## src/rtl/acl_tx_pkg.sv

```systemverilog
package acl_tx_pkg;
  localparam int TAG_W      = 16;
  localparam int SLOT_W     = 20;
  localparam int NUM_SLOTS  = 12;
  localparam int NUM_DATA   = 4;
  localparam int IDX_W      = 7;
  localparam int CMD_W      = 16;
  localparam int FRAME_BITS = TAG_W + NUM_SLOTS * SLOT_W;
  localparam int POS_W      = $clog2(FRAME_BITS);
  localparam int SEL_W      = $clog2(NUM_SLOTS + 1);
  localparam int BIT_W      = $clog2(SLOT_W);

  typedef struct packed {
    logic             loadFrame;
    logic             slotStart;
    logic [SEL_W-1:0] slotSel;
    logic             syncNext;
    logic             lastBit;
  } ctrlStrobes_t;
endpackage

```

## src/rtl/acl_tx_ctrl.sv

```systemverilog
module acl_tx_ctrl
  import acl_tx_pkg::*;
(
  input  logic         bitClk,
  input  logic         rstN,
  output ctrlStrobes_t strobes
);
  logic [SEL_W-1:0] slotIdx;
  logic [BIT_W-1:0] bitIdx;
  logic [BIT_W-1:0] slotLast;

  // slot 0 is the short tag slot
  assign slotLast = (slotIdx == '0) ? BIT_W'(TAG_W - 1) : BIT_W'(SLOT_W - 1);

  // counters name the bit that the next rising edge launches;
  // reset points at the final bit so sync leads the first frame
  always_ff @(posedge bitClk or negedge rstN) begin
    if (!rstN) begin
      slotIdx <= SEL_W'(NUM_SLOTS);
      bitIdx  <= BIT_W'(SLOT_W - 1);
    end else if (bitIdx == slotLast) begin
      bitIdx  <= '0;
      slotIdx <= (slotIdx == SEL_W'(NUM_SLOTS)) ? '0 : slotIdx + 1'b1;
    end else begin
      bitIdx <= bitIdx + 1'b1;
    end
  end

  always_comb begin
    strobes.slotSel   = slotIdx;
    strobes.slotStart = (bitIdx == '0);
    strobes.loadFrame = (slotIdx == '0) && (bitIdx == '0);
    strobes.lastBit   = (slotIdx == SEL_W'(NUM_SLOTS)) && (bitIdx == BIT_W'(SLOT_W - 1));
    strobes.syncNext  = strobes.lastBit ||
                        ((slotIdx == '0) && (bitIdx < BIT_W'(TAG_W - 1)));
  end
endmodule

```

## src/rtl/acl_tx_dp.sv

```systemverilog
module acl_tx_dp
  import acl_tx_pkg::*;
(
  input  logic                bitClk,
  input  logic                rstN,
  input  ctrlStrobes_t        strobes,
  input  logic [TAG_W-1:0]    tagIn,
  input  logic                cmdRead,
  input  logic [IDX_W-1:0]    cmdIndex,
  input  logic [CMD_W-1:0]    cmdData,
  input  logic [SLOT_W-1:0]   pcmLeft,
  input  logic [SLOT_W-1:0]   pcmRight,
  input  logic                monoSel,
  input  logic [NUM_DATA-1:0] slotValid,
  output logic                syncOut,
  output logic                sdataOut,
  output logic                frameDone
);
  logic [SLOT_W-1:0] rawSlot  [NUM_DATA];
  logic [SLOT_W-1:0] maskSlot [NUM_DATA];
  logic [SLOT_W-1:0] heldSlot [NUM_DATA];
  logic [SLOT_W-1:0] srcWord;
  logic [SLOT_W-1:0] shiftReg;

  always_comb begin
    rawSlot[0] = {cmdRead, cmdIndex, {(SLOT_W - 1 - IDX_W){1'b0}}};
    rawSlot[1] = {cmdData, {(SLOT_W - CMD_W){1'b0}}};
    rawSlot[2] = pcmLeft;
    rawSlot[3] = monoSel ? pcmLeft : pcmRight;
  end

  for (genvar i = 0; i < NUM_DATA; i++) begin : g_slot
    assign maskSlot[i] = slotValid[i] ? rawSlot[i] : '0;

    always_ff @(posedge bitClk or negedge rstN) begin
      if (!rstN)                  heldSlot[i] <= '0;
      else if (strobes.loadFrame) heldSlot[i] <= maskSlot[i];
    end
  end

  // the tag goes out on the capture edge itself, so it comes straight from the input
  always_comb begin
    srcWord = '0;
    if (strobes.slotSel == '0) srcWord = {tagIn, {(SLOT_W - TAG_W){1'b0}}};
    for (int k = 0; k < NUM_DATA; k++)
      if (strobes.slotSel == SEL_W'(k + 1)) srcWord = heldSlot[k];
  end

  always_ff @(posedge bitClk or negedge rstN) begin
    if (!rstN) begin
      shiftReg  <= '0;
      sdataOut  <= 1'b0;
      syncOut   <= 1'b0;
      frameDone <= 1'b0;
    end else begin
      if (strobes.slotStart) begin
        sdataOut <= srcWord[SLOT_W-1];
        shiftReg <= {srcWord[SLOT_W-2:0], 1'b0};
      end else begin
        sdataOut <= shiftReg[SLOT_W-1];
        shiftReg <= {shiftReg[SLOT_W-2:0], 1'b0};
      end
      syncOut   <= strobes.syncNext;
      frameDone <= strobes.lastBit;
    end
  end
endmodule

```

## src/rtl/acl_frame_tx.sv

```systemverilog
module acl_frame_tx
  import acl_tx_pkg::*;
(
  input  logic                bitClk,
  input  logic                rstN,
  input  logic [TAG_W-1:0]    tagIn,
  input  logic                cmdRead,
  input  logic [IDX_W-1:0]    cmdIndex,
  input  logic [CMD_W-1:0]    cmdData,
  input  logic [SLOT_W-1:0]   pcmLeft,
  input  logic [SLOT_W-1:0]   pcmRight,
  input  logic                monoSel,
  input  logic [NUM_DATA-1:0] slotValid,
  output logic                syncOut,
  output logic                sdataOut,
  output logic                frameDone
);
  ctrlStrobes_t strobes;

  acl_tx_ctrl ctrl_i (
    .bitClk (bitClk),
    .rstN   (rstN),
    .strobes(strobes)
  );

  acl_tx_dp dp_i (
    .bitClk   (bitClk),
    .rstN     (rstN),
    .strobes  (strobes),
    .tagIn    (tagIn),
    .cmdRead  (cmdRead),
    .cmdIndex (cmdIndex),
    .cmdData  (cmdData),
    .pcmLeft  (pcmLeft),
    .pcmRight (pcmRight),
    .monoSel  (monoSel),
    .slotValid(slotValid),
    .syncOut  (syncOut),
    .sdataOut (sdataOut),
    .frameDone(frameDone)
  );
endmodule

```

## config.mk

```make
export PLATFORM = sky130hd
export DESIGN_NAME = acl_frame_tx
export DESIGN_NICKNAME = d
export VERILOG_FILES = /design/src/rtl/acl_tx_pkg.sv /design/src/rtl/acl_tx_ctrl.sv /design/src/rtl/acl_tx_dp.sv /design/src/rtl/acl_frame_tx.sv
export SDC_FILE = /design/constraint.sdc
export NUM_CORES = 1
export LEC_CHECK = 0
export ABC_AREA = 0
export BUFFER_PORTS_ARGS = -buffer_cell sky130_fd_sc_hd__buf_2
export CELL_PAD_IN_SITES_DETAIL_PLACEMENT = 0
export CELL_PAD_IN_SITES_GLOBAL_PLACEMENT = 1
export CORE_MARGIN = 5
export CORE_UTILIZATION = 47
export CTS_BUF_LIST = sky130_fd_sc_hd__clkbuf_8
export CTS_CLUSTER_DIAMETER = 50
export DETAILED_ROUTE_END_ITERATION = 12
export PLACE_DENSITY_LB_ADDON = 0.1
export SYNTH_ARGS = -nofsm -noshare
export SYNTH_HDL_FRONTEND = slang
export SYNTH_HIERARCHICAL = 1
export SYNTH_SLANG_ARGS = --single-unit
```

## constraint.sdc

```tcl
create_clock -name bitClk -period 6.1 [get_ports bitClk]
set_input_delay 1.22 -clock bitClk [delete_from_list [all_inputs] [get_ports bitClk]]
set_output_delay 1.22 -clock bitClk [all_outputs]
set_load 0.02 [all_outputs]
```

# Word-level counts from Yosys, hierarchy flattened

Index checks and enable logic that the tools add are counted.

Register bits: 112
Input port bits: 87
Output and inout port bits: 3
Logic and storage cells: 41

Add/subtract/negate cells: 2
Magnitude comparators: 1
Equal/unequal tests: 7
Multiplexer cells: 15
Reductions and logical operators: 6

Operators by type and width:

| kind                                                                  | number |
|---|---|
| 20-bit 2-to-1 mux                                                     | 11 |
| 5-bit 2-to-1 mux                                                      | 2 |
| 4-bit by 2-bit == test with 1-bit output (second input constant)      | 2 |
| 5-bit by 1-bit adder with 5-bit output (second input constant)        | 1 |
| 5-bit == test                                                         | 1 |
| 5-bit == test (second input constant)                                 | 1 |
| 5-bit zero test                                                       | 1 |
| 5-bit by 4-bit < comparator with 1-bit output (second input constant) | 1 |
| 4-bit by 1-bit adder with 4-bit output (second input constant)        | 1 |
| 4-bit by 1-bit == test with 1-bit output (second input constant)      | 1 |
| 4-bit by 3-bit == test with 1-bit output (second input constant)      | 1 |
| 4-bit == test (second input constant)                                 | 1 |
| 4-bit zero test                                                       | 1 |
| 4-bit 2-to-1 mux                                                      | 1 |
| 1-bit logical AND                                                     | 3 |
| 1-bit logical OR                                                      | 1 |
| 1-bit 2-to-1 mux                                                      | 1 |

# Depth between registers and ports, before layout

Gate-level depths: netlist of the first run.

Depth in word-level cells: 7
Gate-level depth with buffers: 8

# Modules after synthesis

Netlist of the first run, hierarchy kept.

By module, submodules not included:

| module      | times used | cells an instance | area each (um^2) | seq. area each (um^2) |
|---|---|---|---|---|
| acl_tx_dp   | 1          | 443               | 4202.8           | 2152.1 |
| acl_tx_ctrl | 1          | 55                | 626.9            | 231.5 |

# Worst setup path after synthesis of the first run

OpenSTA, ideal clock, no wires.

Kind: reg-to-reg
From: register ctrl_i.slotIdx[0]
To: register dp_i/heldSlot[0] (netlist name)
Data arrival time: 1.980 ns
Path slack: 3.979 ns
Stages on the path, launching flop included: 9
Buffers on the path: 3
Path through: dfrtp_1 > inv_1 > ha_1 > nor3b_4 > and2_1 > clkbuf_1 > buf_2 > buf_2 > o22ai_1

RTL lines:

| item                          | line              | RTL |
|---|---|---|
| start, declared               | acl_tx_ctrl.sv:8  | `logic [SEL_W-1:0] slotIdx;` |
| start signal, assigned        | acl_tx_ctrl.sv:19 | `slotIdx <= SEL_W'(NUM_SLOTS);` |
| start signal, assigned        | acl_tx_ctrl.sv:23 | `slotIdx <= (slotIdx == SEL_W'(NUM_SLOTS)) ? '0 : slotIdx + 1'b1;` |
| end signal, assigned by index | acl_tx_dp.sv:37   | `else if (strobes.loadFrame) heldSlot[i] <= maskSlot[i];` |
| end, declared                 | acl_tx_dp.sv:21   | `logic [SLOT_W-1:0] heldSlot [NUM_DATA];` |

==> results of run 1 <==
-- Yosys cell counts, types with 2 or more instances --
cell type / instances
nand4bb_1: 2
a211oi_2: 3
nand3b_1: 7
o21ai_0: 45
nor2_1: 22
dfrtp_1: 90
buf_6: 3
o21ai_1: 7
nand2_1: 3
a211oi_1: 4
mux2_4: 3
buf_1: 3
mux2i_1: 27
nor2b_1: 18
a22oi_1: 4
nand3_1: 47
ha_1: 4
o21a_1: 7
buf_4: 4
dfstp_2: 5
buf_2: 12
a21oi_1: 4
a31oi_1: 18
o22ai_1: 28
inv_1: 74
clkbuf_1: 17
o31ai_1: 9
o21bai_1: 7
-- flip-flops by register name, summed over array words and instances (netlist names) --
name	cells
ctrl_i/bitIdx	5
dp_i/frameDone	1
ctrl_i/slotIdx	4
dp_i/shiftReg	19
dp_i/syncOut	1
dp_i/heldSlot	64
dp_i/sdataOut	1
-- through the flow --
stage          std cells  power [mW]  worst slack [ps]  area [µm²]
2_1_floorplan        498       0.719              3980        4830
3_3_place_gp         688       0.775              2670        5300
3_5_place_dp         688       0.777              2500        5300
4_1_cts              703        1.17              2490        5480
5_1_grt              703        1.21              2090        5480
6_report             703        1.15              2500        5480
-- worst max-delay path by stage --
| stage | start | end | slack, ps | cells after the start |
|---|---|---|---|---|
| after floorplan | ctrl_i/slotIdx[0]$_DFFE_PN0N_ | dp_i/heldSlot[0]$_DFFE_PN0P_ | 3980 | 8 |
| after global routing | ctrl_i/slotIdx[1]$_DFFE_PN0N_ | dp_i/heldSlot[0]$_DFFE_PN0P_ | 2090 | 7 |
| after global placement | ctrl_i/slotIdx[1]$_DFFE_PN0N_ | dp_i/heldSlot[18]$_DFFE_PN0P_ | 2670 | 7 |
| after detailed placement | ctrl_i/slotIdx[1]$_DFFE_PN0N_ | dp_i/heldSlot[0]$_DFFE_PN0P_ | 2500 | 7 |
| after CTS | ctrl_i/slotIdx[1]$_DFFE_PN0N_ | dp_i/heldSlot[19]$_DFFE_PN0P_ | 2490 | 7 |
| final | ctrl_i/slotIdx[1]$_DFFE_PN0N_ | dp_i/heldSlot[19]$_DFFE_PN0P_ | 2500 | 7 |
-- cells by family (layout without fill, tap and decap cells) --
kind of cell / count (synthesis) / in the layout / synth area share, %
muxes: 32 / 32 / 7.23
AOI/OAI and AO/OA: 144 / 144 / 19.2
buffers and inverters: 113 / 182 / 9.87
DFF: 95 / 95 / 49.4
and+or+nand+nor: 110 / 110 / 13.3
adders and majority gates: 4 / 4 / 1.04
-- metal layers --
layer | part of all wire [%] | global-route usage (%)
met5 | 0 | 0
met4 | 0.96 | 4.87
met3 | 4.8 | 4.46
met2 | 47 | 29.9
met1 | 48 | 26.4
-- where the power goes --
part | switching, mW | internal [mW]
logic | 0.0510 | 0.0442
registers | 0.0132 | 0.654
clock network | 0.208 | 0.178
total | 0.272 | 0.876
-- area by class of cell --
type / instances / area share [%]
Clock inverter: 3 / 0.320
Timing Repair Buffer: 93 / 8.73
Multi-Input combinational cell: 290 / 36.2
Sequential cell: 95 / 43.5
Inverter: 74 / 5.07
Clock buffer: 12 / 3.02
Tap cell: 136 / 3.11
-- cell usage in the layout, fill, tap and decap left out, drive strengths merged, types with 3 or more instances in the layout --
cell,netlist,final
a211oi,7,7
o21ai,52,52
mux2i,27,27
dfstp,5,5
nand2,3,3
clkbuf,17,12
a31oi,18,18
o22ai,28,28
nor4b,3,3
nor2b,18,18
a22oi,4,4
dfrtp,90,90
buf,22,93
inv,74,74
ha,4,4
nor2,22,22
mux2,4,4
o21a,7,7
o21bai,7,7
o31ai,9,9
a21oi,4,4
nand3b,7,7
nand3,47,47
-- worst reg2reg max path, delay by kind of cell (launching register included) --
kind | cells | cell delay, ps
and+or+nand+nor | 3 | 1330
buffers and inverters | 2 | 860
DFF | 1 | 730
AOI/OAI and AO/OA | 1 | 330
adders and majority gates | 1 | 270
==> impl_metrics.ini, run 1 <==
[sta]
worst_pin_slew_ps = 1170
period_share_pct = 59.1
finalClockSkew_ps = 9.32
finalSetupTns_ps = 0
clock.fmax_ghz = 0.278
drv_slew = 0
setup_viol = 0
relSlewSlack_pct = 21.6
hold_violations = 0
final.min_clock_period_ps = 3600
rsz0062_at_grt = no
holdWs_ps = 494

[setup_path]
path_max_fanout = 109
crit_arrival_ps = 3860
rr_worst_depth = 7
rr_endpoint = dp_i/heldSlot[19]$_DFFE_PN0P_
cp_slowest_cell = nand2_1
worst-setup-path-type = flop to flop
worst_path_largest_cell_delay_ps = 740
r2r-start = ctrl_i/slotIdx[1]$_DFFE_PN0N_
path_cells = inv_1 -> ha_1 -> nor3b_4 -> and2_2 -> buf_4 -> nand2_1 -> o22ai_1
crit_family = simple AND/OR/NAND/NOR gates
start_kind = flop
cp_num_buf_inv = 2
cp-end-kind = flop
rrSetupSlack_ps = 2500
worstPathRequired_ps = 6360

[min_path]
hp-class = flop to flop
min_to = dp_i/shiftReg[3]$_DFF_PN0_
hold_start = dp_i/shiftReg[2]$_DFF_PN0_
worstHoldPathCells = 2

[final_layout]
fillers = 984
drive_gt1_share_pct = 23.1
multiInputGateArea_um2 = 1990
diodes = 0
nets = 654
syn_to_final_growth_pct = 13.4
regArea_um2 = 2380
post-route-util_pct = 53.8

[floorplanning]
ios = 90
initial_utilization_pct = 47.4
core_area_um2 = 10200
rows = 37
die_w_um = 111
die_area_um2 = 12400
die_y_um = 111

[yosys]
yosysTopAreaCell = dfrtp_1
async_flop_share_pct = 100
yosysSeqAreaShare_pct = 49.4
yosysWarnings = 6
syn_avg_cell_area_um2 = 9.70
synth_flop_cell = dfrtp_1
synth_area_leaders = dfrtp_1, inv_1, mux2i_1
syn-cell-area_um2 = 4830
yosysUniqueCellTypes = 49
synth_edf_count = 0
synth_top_area_share_pct = 46.6
syn-num-nets = 589
synthCells = 498
ys_ff_latch = 95

[global_route]
grt_pass1_wl_mm = 19.0
grt_pass1_vias = 3751
antenna_found_initial = 0
grt_usage_pct = 18.9
grt_start_max_net_pins = 110
grt.overflow.total = 0

[clocking]
cts_buffers = 9
h-tree-depth = 3
clock_sinks = 95
clk_latency_ps = 360
path_clk_slew_ps = 80
cts_setup_buffers = 0
hold_buffers = 0
cts_tree = yes
clk_path_buf_depth = 2
ctsResizeCount = 0
cts.root.buffer_cell = clkbuf_8

[detailed_routing]
wl_per_cell_um = 16.1
vias = 3713
route.detailed.drc = 0
first_iter_violations = 193
ant_nets = 0
drt_wl_total_mm = 11.3
routed_via_density = 5.28
drtPass1Iterations = 5

[placed_design]
gp_congestion = 0.871
hpwl_mm = 7.65
port_buffers = 89

[status]
status = completed

[power]
power_density_nw_per_um2 = 210
ir_drop_v = 0.000111
leakage_nw = 2.51

[job]
max_cap_violations = 0
(Power assumes the default switching activity.)
==> inputs of run 2 (changes only) <==
- ABC_AREA: 0 -> 1
- CORE_UTILIZATION: 47 -> 42
- clock period: 6.1 -> 3.69 ns (I/O delays scaled with it)
==> impl_metrics.ini, run 2 <==
[clocking]
ctsResizeCount = 0
cts_tree = yes
h-tree-depth = 3
hold_buffers = 0
cts_buffers = 9
clock_sinks = 95
cts_setup_buffers = 0
clk_latency_ps = 370
cts.root.buffer_cell = clkbuf_8
path_clk_slew_ps = 90
clk_path_buf_depth = 2

[setup_path]
rr_worst_depth = 9
crit_family = buffers and inverters
endpoint = dp_i/heldSlot[33]$_DFFE_PN0P_
cp-end-kind = flop
worst-setup-path-type = flop to flop
crit_arrival_ps = 2640
start_kind = flop
critical_path_depth = 9
cp_num_buf_inv = 3
path_max_fanout = 108
rrSetupSlack_ps = 1320
rr_endpoint = dp_i/heldSlot[33]$_DFFE_PN0P_
worstPathRequired_ps = 3970
worst_path_largest_cell_delay_ps = 770
cp_slowest_cell = buf_4
path_cells = inv_1 -> ha_1 -> nand2_1 -> inv_1 -> nand2_1 -> nor3_2 -> buf_4 -> nand3_1 -> o21ai_0
worstSetupStartpoint = ctrl_i/slotIdx[0]$_DFFE_PN0N_
r2r-start = ctrl_i/slotIdx[0]$_DFFE_PN0N_

[floorplanning]
rows = 39
die_y_um = 117
die_area_um2 = 13600
die_w_um = 117
initial_utilization_pct = 42.3
ios = 90
core_area_um2 = 11300

[power]
p_clk_share_pct = 40.7
power_density_nw_per_um2 = 382
p_int_mw = 1.63
power_mw = 2.11
pwr-share-seq_pct = 52.3
p_sw_mw = 0.481
leakage_nw = 2.94
ir_drop_v = 0.000238
combPwrFrac_pct = 7.0
p_sw_share_pct = 22.7

[sta]
holdWs_ps = 418
drv_slew = 0
clock.fmax_ghz = 0.423
setup_viol = 0
worst_pin_slew_ps = 951
finalClockSkew_ps = 7.92
final.min_clock_period_ps = 2370
worst_slack_ps = 1320
finalSetupTns_ps = 0
rsz0062_at_grt = no
period_share_pct = 64.1
hold_violations = 0
relSlewSlack_pct = 36.6

[yosys]
synth_top_area_share_pct = 47.0
synth_edf_count = 0
syn_avg_cell_area_um2 = 7.73
yosysSeqAreaShare_pct = 49.7
synth.most_common_cell = nand2_1
synth_top_cells_by_count = nand2_1, inv_1, dfrtp_1
synthCells = 620
synth_flop_cell = dfrtp_1
syn-num-nets = 711
yosysWarnings = 6
yosysUniqueCellTypes = 28
syn-cell-area_um2 = 4790
async_flop_share_pct = 100
yosysTopAreaCell = dfrtp_1
synth_area_leaders = dfrtp_1, nand3_1, nand2_1
ys_ff_latch = 95

[detailed_routing]
wl_per_cell_um = 14.8
route.detailed.drc = 0
ant_nets = 0
first_iter_violations = 276
routed_via_density = 4.95
drtPass1Iterations = 4
drt_wl_total_mm = 12.4
vias = 4141

[final_layout]
reg_top3 = dp_i/heldSlot x64, dp_i/shiftReg x19, ctrl_i/bitIdx x5
fillers = 1156
layout_commonest_cell = nand2_1
regMostFlops = dp_i/heldSlot
diodes = 0
largest_register_ffs = 64
syn_to_final_growth_pct = 15.6
drive_gt1_share_pct = 17.9
layout_common_cells = nand2_1, inv_1, dfrtp_1
nets = 779

[global_route]
grt_pass1_wl_mm = 20.2
grt_usage_pct = 18.9
grt_start_max_net_pins = 109
grt.overflow.total = 0
grt_pass1_vias = 3897
antenna_found_initial = 0

[placed_design]
pre_cts_ws_ps = 1360
gp_congestion = 0.760
port_buffers = 89
hpwl_mm = 8.55

[job]
max_cap_violations = 0

[status]
status = completed

[min_path]
hp-class = primary input to async pin
-- run 2: cell families after synthesis --
| logic type | after synthesis | synth area share (%) |
|---|---|---|
| simple gates | 268 | 24.8 |
| buf+inv | 142 | 11.9 |
| compound gates | 107 | 11.8 |
| flops | 95 | 49.7 |
| xor+xnor | 4 | 0.731 |
| fa+ha+maj | 4 | 1.04 |
-- run 2: cell type report --
type                            count  area [µm²]  share of cell area [%]
Clock buffer                       11         151                    2.73
Clock inverter                      5         104                    1.87
Inverter                          105         394                    7.12
Multi-Input combinational cell    383        1840                    33.3
Sequential cell                    95        2380                    43.0
Tap cell                          143         179                    3.23
Timing Repair Buffer               94         485                    8.76
-- run 2: worst min-delay path by stage --
stage	start	to	cells past startpoint
floorplan	dp_i/shiftReg[4]$_DFF_PN0_	dp_i/shiftReg[5]$_DFF_PN0_	2
global placement	dp_i/shiftReg[7]$_DFF_PN0_	dp_i/shiftReg[8]$_DFF_PN0_	2
detailed placement	dp_i/shiftReg[5]$_DFF_PN0_	dp_i/shiftReg[6]$_DFF_PN0_	2
CTS	rstN	dp_i/heldSlot[72]$_DFFE_PN0P_	1
global route	rstN	dp_i/heldSlot[72]$_DFFE_PN0P_	1
finish	rstN	dp_i/heldSlot[72]$_DFFE_PN0P_	1
-- run 2: worst reg2reg max path, delay by kind of cell, from the launching register on --
family / cells / cell delay (ps)
buf+inv: 3 / 990
simple gates: 4 / 510
flops: 1 / 490
fa+ha+maj: 1 / 170
compound gates: 1 / 120
-- run 2: metal layers --
layer	up-vias	share of wire (%)	track usage, %
met5	-	0	0
met4	0	1.4	5.96
met3	12	6.0	3.34
met2	111	40	24.6
met1	1907	53	31.2
li1	2111	-	-
-- run 2: power by group through the flow --
stage / logic [mW] / registers (mW) / clock network, mW
finish: 0.148 / 1.10 / 0.861
floorplan: 0.0624 / 1.12 / 0
global route: 0.169 / 1.11 / 0.929
global placement: 0.148 / 1.12 / 0
detailed placement: 0.149 / 1.12 / 0
CTS: 0.150 / 1.10 / 0.888
-- run 2: per-stage QoR --
step | std cells | instance area, µm² | util (%)
after floorplan | 620 | 4790 | -
after global placement | 820 | 5280 | 46.7
after detailed placement | 820 | 5280 | 46.7
after CTS | 836 | 5540 | 48.9
after global routing | 836 | 5540 | 48.9
final | 836 | 5540 | 48.9
==> inputs of run 3 (changes only) <==
- CORE_UTILIZATION: 42 -> 38
- clock period: 3.69 -> 2.05 ns (I/O delays scaled with it)
==> impl_metrics.ini, run 3 (same netlist as run 2, synthesis figures left out) <==
[placed_design]
port_buffers = 89
placed_cell_area_um2 = 5430
hpwl_mm = 8.95
gp_congestion = 0.810

[setup_path]
cp_slowest_cell = dfstp_2
start_kind = flop
worst_path_largest_cell_delay_ps = 640
cp-end-kind = flop
path_common_cell = nand2_1
worst-setup-path-type = flop to flop
rrSetupSlack_ps = 210
rr_worst_depth = 9
r2r-start = ctrl_i/slotIdx[2]$_DFFE_PN1N_
path_cells = nor2_1 -> nand2_1 -> inv_1 -> nand2_1 -> nor3_4 -> nand2_1 -> clkinvlp_4 -> o21ai_0 -> o22ai_1
worstPathRequired_ps = 2310
rr_endpoint = dp_i/heldSlot[16]$_DFFE_PN0P_
cp_num_buf_inv = 2
crit_arrival_ps = 2100
path_max_fanout = 20
crit_family = flip-flops

[sta]
hold_violations = 0
drv_slew = 0
final.min_clock_period_ps = 1840
setup_viol = 0
finalSetupTns_ps = 0
rsz0062_at_grt = no
clock.fmax_ghz = 0.544
worst_pin_slew_ps = 615
relSlewSlack_pct = 58.9
holdWs_ps = 71.4
finalClockSkew_ps = 5.60
period_share_pct = 89.7

[global_route]
grt.met2_usage_pct = 23.1
busiest_layer = met1
grt_pass1_vias = 3931
use_met1_pct = 27.9
grt.overflow.total = 0
antenna_found_initial = 0
grt_pass1_wl_mm = 20.5
grt_start_max_net_pins = 96
grt_usage_pct = 17.6
met3_usage_pct = 5.21

[clocking]
clk_latency_ps = 380
ctsResizeCount = 0
cts_buffers = 9
hold_buffers = 0
clock_sinks = 95
path_clk_slew_ps = 90
h-tree-depth = 3
cts.root.buffer_cell = clkbuf_8
cts_tree = yes
clk_path_buf_depth = 2
cts_setup_buffers = 0

[power]
p_sw_share_pct = 24.2
combPwrFrac_pct = 7.8
power_mw = 3.47
p_int_mw = 2.63
leakage_nw = 2.97
ir_drop_v = 0.000293
p_clk_share_pct = 35.1
p_sw_mw = 0.842
power_density_nw_per_um2 = 616
pwr-share-seq_pct = 57.1

[floorplanning]
initial_utilization_pct = 38.4
die_y_um = 122
ios = 90
die_area_um2 = 15000
rows = 41
core_area_um2 = 12500
die_w_um = 122

[detailed_routing]
wl_per_cell_um = 14.3
routed_via_density = 4.70
vias = 4110
drtPass1Iterations = 4
first_iter_violations = 324
ant_nets = 0
route.detailed.drc = 0
drt_wl_total_mm = 12.5

[final_layout]
layout_common_cells = nand2_1, inv_1, dfrtp_1
diodes = 0
nets = 788
regMostFlops = dp_i/heldSlot
design_area_um2 = 5640
layout_commonest_cell = nand2_1
syn_to_final_growth_pct = 17.7
reg_top3 = dp_i/heldSlot x64, dp_i/shiftReg x19, ctrl_i/bitIdx x5
largest_register_ffs = 64
drive_gt1_share_pct = 18.9

[min_path]
hp-class = primary input to async pin

[status]
status = completed

[job]
max_cap_violations = 0
-- run 3: changes by cell type in the layout (fill, tap and decap cells not counted) --
cell,delta
clkinvlp_4,+2
buf_4,+4
clkbuf_8,+2
nor3_4,+1
buf_12,+3
buf_6,+2
bufinv_16,-3
clkinv_4,-1
nor3_2,-1
-- run 3: power groups by stage --
stage,Clock [mW],Sequential [mW],Combinational (mW)
2_1_floorplan,0,2.01,0.112
3_3_place_gp,0,2.02,0.272
3_5_place_dp,0,2.02,0.273
4_1_cts,1.27,1.98,0.275
5_1_grt,1.35,1.99,0.311
6_report,1.22,1.98,0.270
-- run 3: final cells by class --
cell class                      instances  area, µm²
Sequential cell                        95       2380
Inverter                              105        398
Multi-Input combinational cell        383       1850
Clock inverter                          3       16.3
Timing Repair Buffer                  103        598
Fill cell                            1325       6830
Tap cell                              172        215
Clock buffer                           13        179
-- run 3: layer usage --
layer	wire [µm]	part of all wire (%)
met1	6630	53
met2	4990	40
met3	784	6.3
met4	125	1.0
met5	0	0
-- run 3: worst max-delay path by stage --
| stage | slack (ps) | cells after the start | from | end |
|---|---|---|---|---|
| finish | 210 | 9 | ctrl_i/slotIdx[2]$_DFFE_PN1N_ | dp_i/heldSlot[16]$_DFFE_PN0P_ |
| global route | 4 | 9 | ctrl_i/slotIdx[2]$_DFFE_PN1N_ | dp_i/heldSlot[17]$_DFFE_PN0P_ |
| CTS | 110 | 10 | ctrl_i/slotIdx[0]$_DFFE_PN0N_ | dp_i/heldSlot[16]$_DFFE_PN0P_ |
| detailed placement | 140 | 10 | ctrl_i/slotIdx[0]$_DFFE_PN0N_ | dp_i/heldSlot[16]$_DFFE_PN0P_ |
| global placement | 200 | 10 | ctrl_i/slotIdx[0]$_DFFE_PN0N_ | dp_i/heldSlot[2]$_DFFE_PN0P_ |
| floorplan | 260 | 12 | ctrl_i/slotIdx[0]$_DFFE_PN0N_ | dp_i/heldSlot[0]$_DFFE_PN0P_ |
-- run 3: through the flow --
stage               cells  util (%)  setup slack, ps
finish                874      45.2              211
global route          874      45.2             4.15
detailed placement    858      43.5              144
CTS                   874      45.1              113
global placement      858      43.5              204
floorplan             620         -              263
